### config.mk
export PLATFORM = sky130hd
export DESIGN_NAME = raster_hpos
export DESIGN_NICKNAME = d
export VERILOG_FILES = /design/src/rtl/hpos_pkg.sv /design/src/rtl/hpos_rst_sync.sv /design/src/rtl/hpos_seq.sv /design/src/rtl/hpos_decode.sv /design/src/rtl/raster_hpos.sv
export SDC_FILE = /design/constraint.sdc
export NUM_CORES = 1
export LEC_CHECK = 0
export CORE_UTILIZATION = 30
export CTS_CLUSTER_SIZE = 8
export DETAILED_ROUTE_END_ITERATION = 6
export DONT_BUFFER_PORTS = 1
export PLACE_DENSITY_LB_ADDON = 0.12
export SLEW_MARGIN = 20
export SYNTH_ARGS = -nofsm -noshare
export SYNTH_HDL_FRONTEND = slang
export SYNTH_SLANG_ARGS = --single-unit
export TNS_END_PERCENT = 1
### constraint.sdc
create_clock -name clk -period 1.9 [get_ports clk]
set_clock_uncertainty 0.1 [all_clocks]
set_input_delay 0.19 -clock clk [delete_from_list [all_inputs] [get_ports clk]]
set_output_delay 0.19 -clock clk [all_outputs]
set_load 0.005 [all_outputs]
### src/rtl/hpos_pkg.sv
package hpos_pkg;

  localparam int CNT_W = 9;
  localparam int EXT_W = CNT_W - 1;

  typedef enum logic {
    MODE_NARROW = 1'b0,
    MODE_WIDE   = 1'b1
  } hmode_e;

  // Section boundaries for one line width
  typedef struct packed {
    logic [CNT_W-1:0] lb_first;
    logic [CNT_W-1:0] act_first;
    logic [CNT_W-1:0] rb_first;
    logic [CNT_W-1:0] fp_first;
    logic [CNT_W-1:0] jump_from;
    logic [CNT_W-1:0] jump_to;
    logic [CNT_W-1:0] hs_first;
    logic [CNT_W-1:0] bp_first;
  } hbounds_t;

  typedef struct packed {
    logic lborder;
    logic active;
    logic rborder;
    logic fporch;
    logic hsync;
    logic bporch;
  } hsect_t;

  function automatic hbounds_t bounds_of(hmode_e m);
    hbounds_t b;
    if (m == MODE_WIDE) begin
      b.lb_first  = CNT_W'(9'h00D);
      b.act_first = CNT_W'(9'h01A);
      b.rb_first  = CNT_W'(9'h15A);
      b.fp_first  = CNT_W'(9'h168);
      b.jump_from = CNT_W'(9'h16C);
      b.jump_to   = CNT_W'(9'h1C9);
      b.hs_first  = CNT_W'(9'h1CD);
      b.bp_first  = CNT_W'(9'h1ED);
    end else begin
      b.lb_first  = CNT_W'(9'h00B);
      b.act_first = CNT_W'(9'h018);
      b.rb_first  = CNT_W'(9'h118);
      b.fp_first  = CNT_W'(9'h126);
      b.jump_from = CNT_W'(9'h127);
      b.jump_to   = CNT_W'(9'h1D2);
      b.hs_first  = CNT_W'(9'h1D9);
      b.bp_first  = CNT_W'(9'h1F3);
    end
    return b;
  endfunction

endpackage

### src/rtl/hpos_rst_sync.sv
module hpos_rst_sync #(
  parameter int STAGES = 2
) (
  input  logic clk,
  input  logic rst_n,
  output logic rst_n_sync
);

  logic [STAGES-1:0] sync_q;
  logic [STAGES-1:0] sync_d;

  always_comb begin
    sync_d = {sync_q[STAGES-2:0], 1'b1};
  end

  always_ff @(posedge clk or negedge rst_n) begin
    if (!rst_n) begin
      sync_q <= '0;
    end else begin
      sync_q <= sync_d;
    end
  end

  assign rst_n_sync = sync_q[STAGES-1];

endmodule

### src/rtl/hpos_seq.sv
module hpos_seq
  import hpos_pkg::*;
#(
  parameter int W = CNT_W
) (
  input  logic         clk,
  input  logic         rst_n,
  input  logic         pix_en,
  input  logic         wide_sel,
  output logic [W-1:0] cnt,
  output hmode_e       mode,
  output logic         eol
);

  localparam logic [W-1:0] CNT_LAST = {W{1'b1}};

  logic [W-1:0] cnt_q, cnt_d;
  hmode_e       mode_q, mode_d;
  logic         eol_q, eol_d;
  logic         wrap;
  hbounds_t     bnd;

  always_comb begin
    bnd    = bounds_of(mode_q);
    wrap   = pix_en && (cnt_q == CNT_LAST);
    cnt_d  = cnt_q;
    mode_d = mode_q;
    eol_d  = wrap;
    if (pix_en) begin
      if (cnt_q == bnd.jump_from) begin
        cnt_d = bnd.jump_to;
      end else begin
        cnt_d = W'(cnt_q + 1'b1);
      end
    end
    if (wrap) begin
      mode_d = wide_sel ? MODE_WIDE : MODE_NARROW;
    end
  end

  always_ff @(posedge clk or negedge rst_n) begin
    if (!rst_n) begin
      cnt_q  <= '0;
      mode_q <= MODE_NARROW;
      eol_q  <= 1'b0;
    end else begin
      cnt_q  <= cnt_d;
      mode_q <= mode_d;
      eol_q  <= eol_d;
    end
  end

  assign cnt  = cnt_q;
  assign mode = mode_q;
  assign eol  = eol_q;

  a_r4_hold: assert property (@(posedge clk) disable iff (!rst_n)
    !pix_en |=> $stable(cnt_q));

  a_r2_narrow_jump: assert property (@(posedge clk) disable iff (!rst_n)
    (pix_en && mode_q == MODE_NARROW && cnt_q == W'(9'h127)) |=> (cnt_q == W'(9'h1D2)));

  a_r3_wide_jump: assert property (@(posedge clk) disable iff (!rst_n)
    (pix_en && mode_q == MODE_WIDE && cnt_q == W'(9'h16C)) |=> (cnt_q == W'(9'h1C9)));

  a_r2_no_gap_narrow: assert property (@(posedge clk) disable iff (!rst_n)
    (mode_q == MODE_NARROW) |-> !(cnt_q > W'(9'h127) && cnt_q < W'(9'h1D2)));

  a_r9_eol_at_zero: assert property (@(posedge clk) disable iff (!rst_n)
    eol_q |-> (cnt_q == '0));

  a_r9_eol_single: assert property (@(posedge clk) disable iff (!rst_n)
    eol_q |=> !eol_q);

  a_r10_mode_at_wrap: assert property (@(posedge clk) disable iff (!rst_n)
    !(pix_en && cnt_q == CNT_LAST) |=> $stable(mode_q));

endmodule

### src/rtl/hpos_decode.sv
module hpos_decode
  import hpos_pkg::*;
#(
  parameter int W = CNT_W
) (
  input  logic         clk,
  input  logic         rst_n,
  input  logic [W-1:0] cnt,
  input  hmode_e       mode,
  output hsect_t       sect
);

  hbounds_t bnd;

  always_comb begin
    bnd          = bounds_of(mode);
    sect.lborder = (cnt >= bnd.lb_first)  && (cnt < bnd.act_first);
    sect.active  = (cnt >= bnd.act_first) && (cnt < bnd.rb_first);
    sect.rborder = (cnt >= bnd.rb_first)  && (cnt < bnd.fp_first);
    sect.fporch  = ((cnt >= bnd.fp_first) && (cnt <= bnd.jump_from)) ||
                   ((cnt >= bnd.jump_to)  && (cnt < bnd.hs_first));
    sect.hsync   = (cnt >= bnd.hs_first)  && (cnt < bnd.bp_first);
    sect.bporch  = (cnt >= bnd.bp_first)  || (cnt < bnd.lb_first);
  end

  a_r8_one_section: assert property (@(posedge clk) disable iff (!rst_n)
    $countones(sect) == 1);

  a_r6_r7_sync_after_porch: assert property (@(posedge clk) disable iff (!rst_n)
    (sect.hsync && $past(sect.fporch)) |-> (cnt == bnd.hs_first));

endmodule

### src/rtl/raster_hpos.sv
module raster_hpos
  import hpos_pkg::*;
#(
  parameter int W        = CNT_W,
  parameter int SYNC_STG = 2
) (
  input  logic           clk,
  input  logic           rst_n,
  input  logic           pix_en,
  input  logic           wide_sel,
  output logic [W-1:0]   hcount,
  output logic [W-2:0]   hcount_ext,
  output logic           sec_lborder,
  output logic           sec_active,
  output logic           sec_rborder,
  output logic           sec_fporch,
  output logic           sec_hsync,
  output logic           sec_bporch,
  output logic           eol
);

  logic   rst_n_int;
  hmode_e line_mode;
  hsect_t sect;

  hpos_rst_sync #(.STAGES(SYNC_STG)) u_rst_sync (
    .clk        (clk),
    .rst_n      (rst_n),
    .rst_n_sync (rst_n_int)
  );

  hpos_seq #(.W(W)) u_seq (
    .clk      (clk),
    .rst_n    (rst_n_int),
    .pix_en   (pix_en),
    .wide_sel (wide_sel),
    .cnt      (hcount),
    .mode     (line_mode),
    .eol      (eol)
  );

  hpos_decode #(.W(W)) u_decode (
    .clk   (clk),
    .rst_n (rst_n_int),
    .cnt   (hcount),
    .mode  (line_mode),
    .sect  (sect)
  );

  assign hcount_ext  = hcount[W-1:1];
  assign sec_lborder = sect.lborder;
  assign sec_active  = sect.active;
  assign sec_rborder = sect.rborder;
  assign sec_fporch  = sect.fporch;
  assign sec_hsync   = sect.hsync;
  assign sec_bporch  = sect.bporch;

endmodule

==> run metrics <==
First DRT Iteration DRCs=38; Worst Path Max Fanout=6; Clk pwr share=0.140; CP endpoint kind=primary output; Die Y-Extent=64.2 um; failing checks=negative setup slack; DRT Wirelength=3290 um; final worst path period need=between 2 and 2.5 ns; antenna violations before repair=0; Final Slew Violations=0; status=finished, violations left; GRT busiest layer=met2; Internal Power=between 1 and 1.5 mW; Syn-to-layout area delta=38.4%; maximum vdd drop=just over 400 uV; nets=between 150 and 200; Vias/cell=between 5 and 6; CTS clk-pin slew, worst paths=0.06 ns; M2 GR Usage=0.285; f_max=457 MHz; most frequent cells after synthesis=15 x nand2_1, 13 x dfrtp_1, 13 x ha_1, 11 x o21ai_0; RePlAce Congestion=0.775; top_reg_cell synth=dfrtp_1; share of cells above drive strength 1=0.366; worst setup margin=-0.287 ns; startpoint types=flip-flop; asr flop ratio synth=1.00; chip width=~64 um; DRC=0; Layout Utilization=0.435; post-DP HPWL=about 2400 um; Synth Warn #=0; top cell type's share of synthesized area=0.280; TritonCTS Buffers=3; # IOs=28; grt ovf=0; first-pass GRT wire length=roughly 5400 um; Sw Ratio=0.436; Worst-Skew Late Latency=approximately 0.24 ns; vias in the first global route=around 1100; Min Hold Slack=0.0150 ns; Clock Path Buffers=2; total design power=about 1.8 mW; most frequent cell after synthesis=nand2_1; Mapped Area=roughly 1200 um^2; Pwr Density=about 1100 nW/um^2; antenna diode count=0; Pleak=0.708 nW; DR WL/cell=between 15 and 20 um; DR vias=around 1100; Crit Path Category=flip-flop to primary output; die area=4120 um^2; unrepaired setup endpoints after global routing=true; Final Instance Area=approximately 1600 um^2; met3 GRT Util=0.0179; number of routed nets with antenna violations=0; met1 Resource Use GR=0.223; max-cap viol count=0; syn_area_per_cell=between 8 and 9 um^2; final hold vios=0; combinational share of power=0.605; number of flops mapped to enable cells by yosys=0; top post-synthesis cells by area=dfrtp_1 28%, ha_1 14%, buf_4 5.2%, nand2_1 4.9%, o21ai_0 4.7%; sequential power share=0.255; core area=between 3000 and 4000 um^2; Mapped Nets=~150; # rows=22; register area share after synthesis=0.280; TritonCTS clock tree=done; synthesis-stage register bit count=13; largest net degree at the start of global routing=12; Synth Instances=approximately 140; clk sinks=13; Req. time, crit path=around 1.6 ns; Tot GR Track Use=0.169; Hold Crit Class=input pin to flip-flop; Worst Path Arrival=around 1.9 ns; Final Setup Violations=14; Port Buffer Count=0; Yosys top cell by area=dfrtp_1; fin crit share=1.15; post-synthesis cell type count=40; Non-Filler Instances=around 210; Placed Cells=between 150 and 200; CTS H-Tree Depth=1; Post-DP Area=~1400 um^2; First-pass DRT Iterations=4; Psw=approximately 0.77 mW; CTS root buf=clkbuf_8; Initial Util=0.314
[logic make-up (layout without fill, tap and decap cells)]
family                     after synthesis  after routing  share of synthesized area
AOI/OAI and AO/OA                       41             41                      0.234
xor gates and xnor gates                 2              2                     0.0151
adders and majority gates               13             13                      0.140
buffers and inverters                   21             48                      0.106
DFF                                     13             13                      0.280
other                                    1              1                    0.00323
and+or+nand+nor                         46             46                      0.221
[path summary, 6_finish.rpt]
path / slack, ns / end / from / cells after the start
hold reg to reg: 0.10 / u_seq.eol / u_rst_sync.sync_q[1] / 0
setup / recovery: -0.29 / sec_hsync / u_seq.cnt[1] / 7
min in group asynchronous: 0.08 / u_rst_sync.sync_q[1] / rst_n / 1
hold / removal: 0.01 / u_seq.eol / pix_en / 1
max in group asynchronous: 1.24 / u_seq.cnt[1] / u_rst_sync.sync_q[1] / 0
setup reg to reg: -0.12 / u_seq.cnt[3] / u_seq.mode / 10
[worst max-delay path, stage by stage, from the launching register on]
cell and delay [ns]:
dfrtp_2 0.47, inv_4 0.09, ha_4 0.20, a21o_1 0.18, a21o_1 0.16, a21o_1 0.17
a21o_1 0.16, a211oi_2 0.22
[placed cells by master (no fill, tap or decap), types with 2 or more instances in the layout]
cell type and instances:
a21o_1 5, and3_1 3, a31oi_1 4, dfrtp_2 2, a21oi_1 6, inv_1 4, nand2_1 14, nand2b_1 2
o21ai_1 3, ha_4 5, nor2_1 8, clkbuf_8 3, ha_1 7, nand3_1 6, inv_4 2, dlygate4sd3_1 5
nand3b_1 2, a22o_1 2, a21oi_2 2, buf_6 3, dfrtp_1 11, buf_4 28, o21ai_0 9
[registers in the layout, indices dropped and copies added (netlist names)]
name,count
u_rst_sync.sync_q,2
u_seq.cnt,9
u_seq.eol,1
u_seq.mode,1
[per-layer routing]
layer	up-vias	part of all wire
met3	2	0.040
met2	19	0.49
li1	536	-
met1	519	0.47
met4	0	0.0064
met5	-	0
[area by class of cell]
type | instances | area, um^2
multi-input combinational | 103 | 816
sequential | 13 | 328
tap | 48 | 60.1
inverter | 6 | 27.5
timing repair buffer | 38 | 329
fill | 393 | 2080
clock buffer | 4 | 45.0
[what timing repair did]
action | CTS | global route
setup endpoints to repair | 10 | 16
hold endpoints to repair | 11 | 1
setup buffers | 3 | 1
resized for setup | 11 | 9
pin swaps | 6 | 4
hold buffers | 4 | 1
[power groups by stage]
stage | clock network [mW] | logic, mW | registers (mW)
3_5_place_dp | 0 | 0.994 | 0.443
4_1_cts | 0.261 | 1.06 | 0.447
2_1_floorplan | 0 | 0.673 | 0.440
6_report | 0.248 | 1.07 | 0.453
5_1_grt | 0.271 | 1.18 | 0.461
3_3_place_gp | 0 | 0.989 | 0.445
[per-stage QoR]
step	setup slack [ns]	setup TNS, ns
global route	-0.364	-3.08
CTS	-0.325	-1.52
detailed placement	-0.0637	-0.161
floorplan	-0.0149	-0.0362
global placement	-0.0646	-0.139
finish	-0.287	-1.74
(Power assumes the default switching activity.)
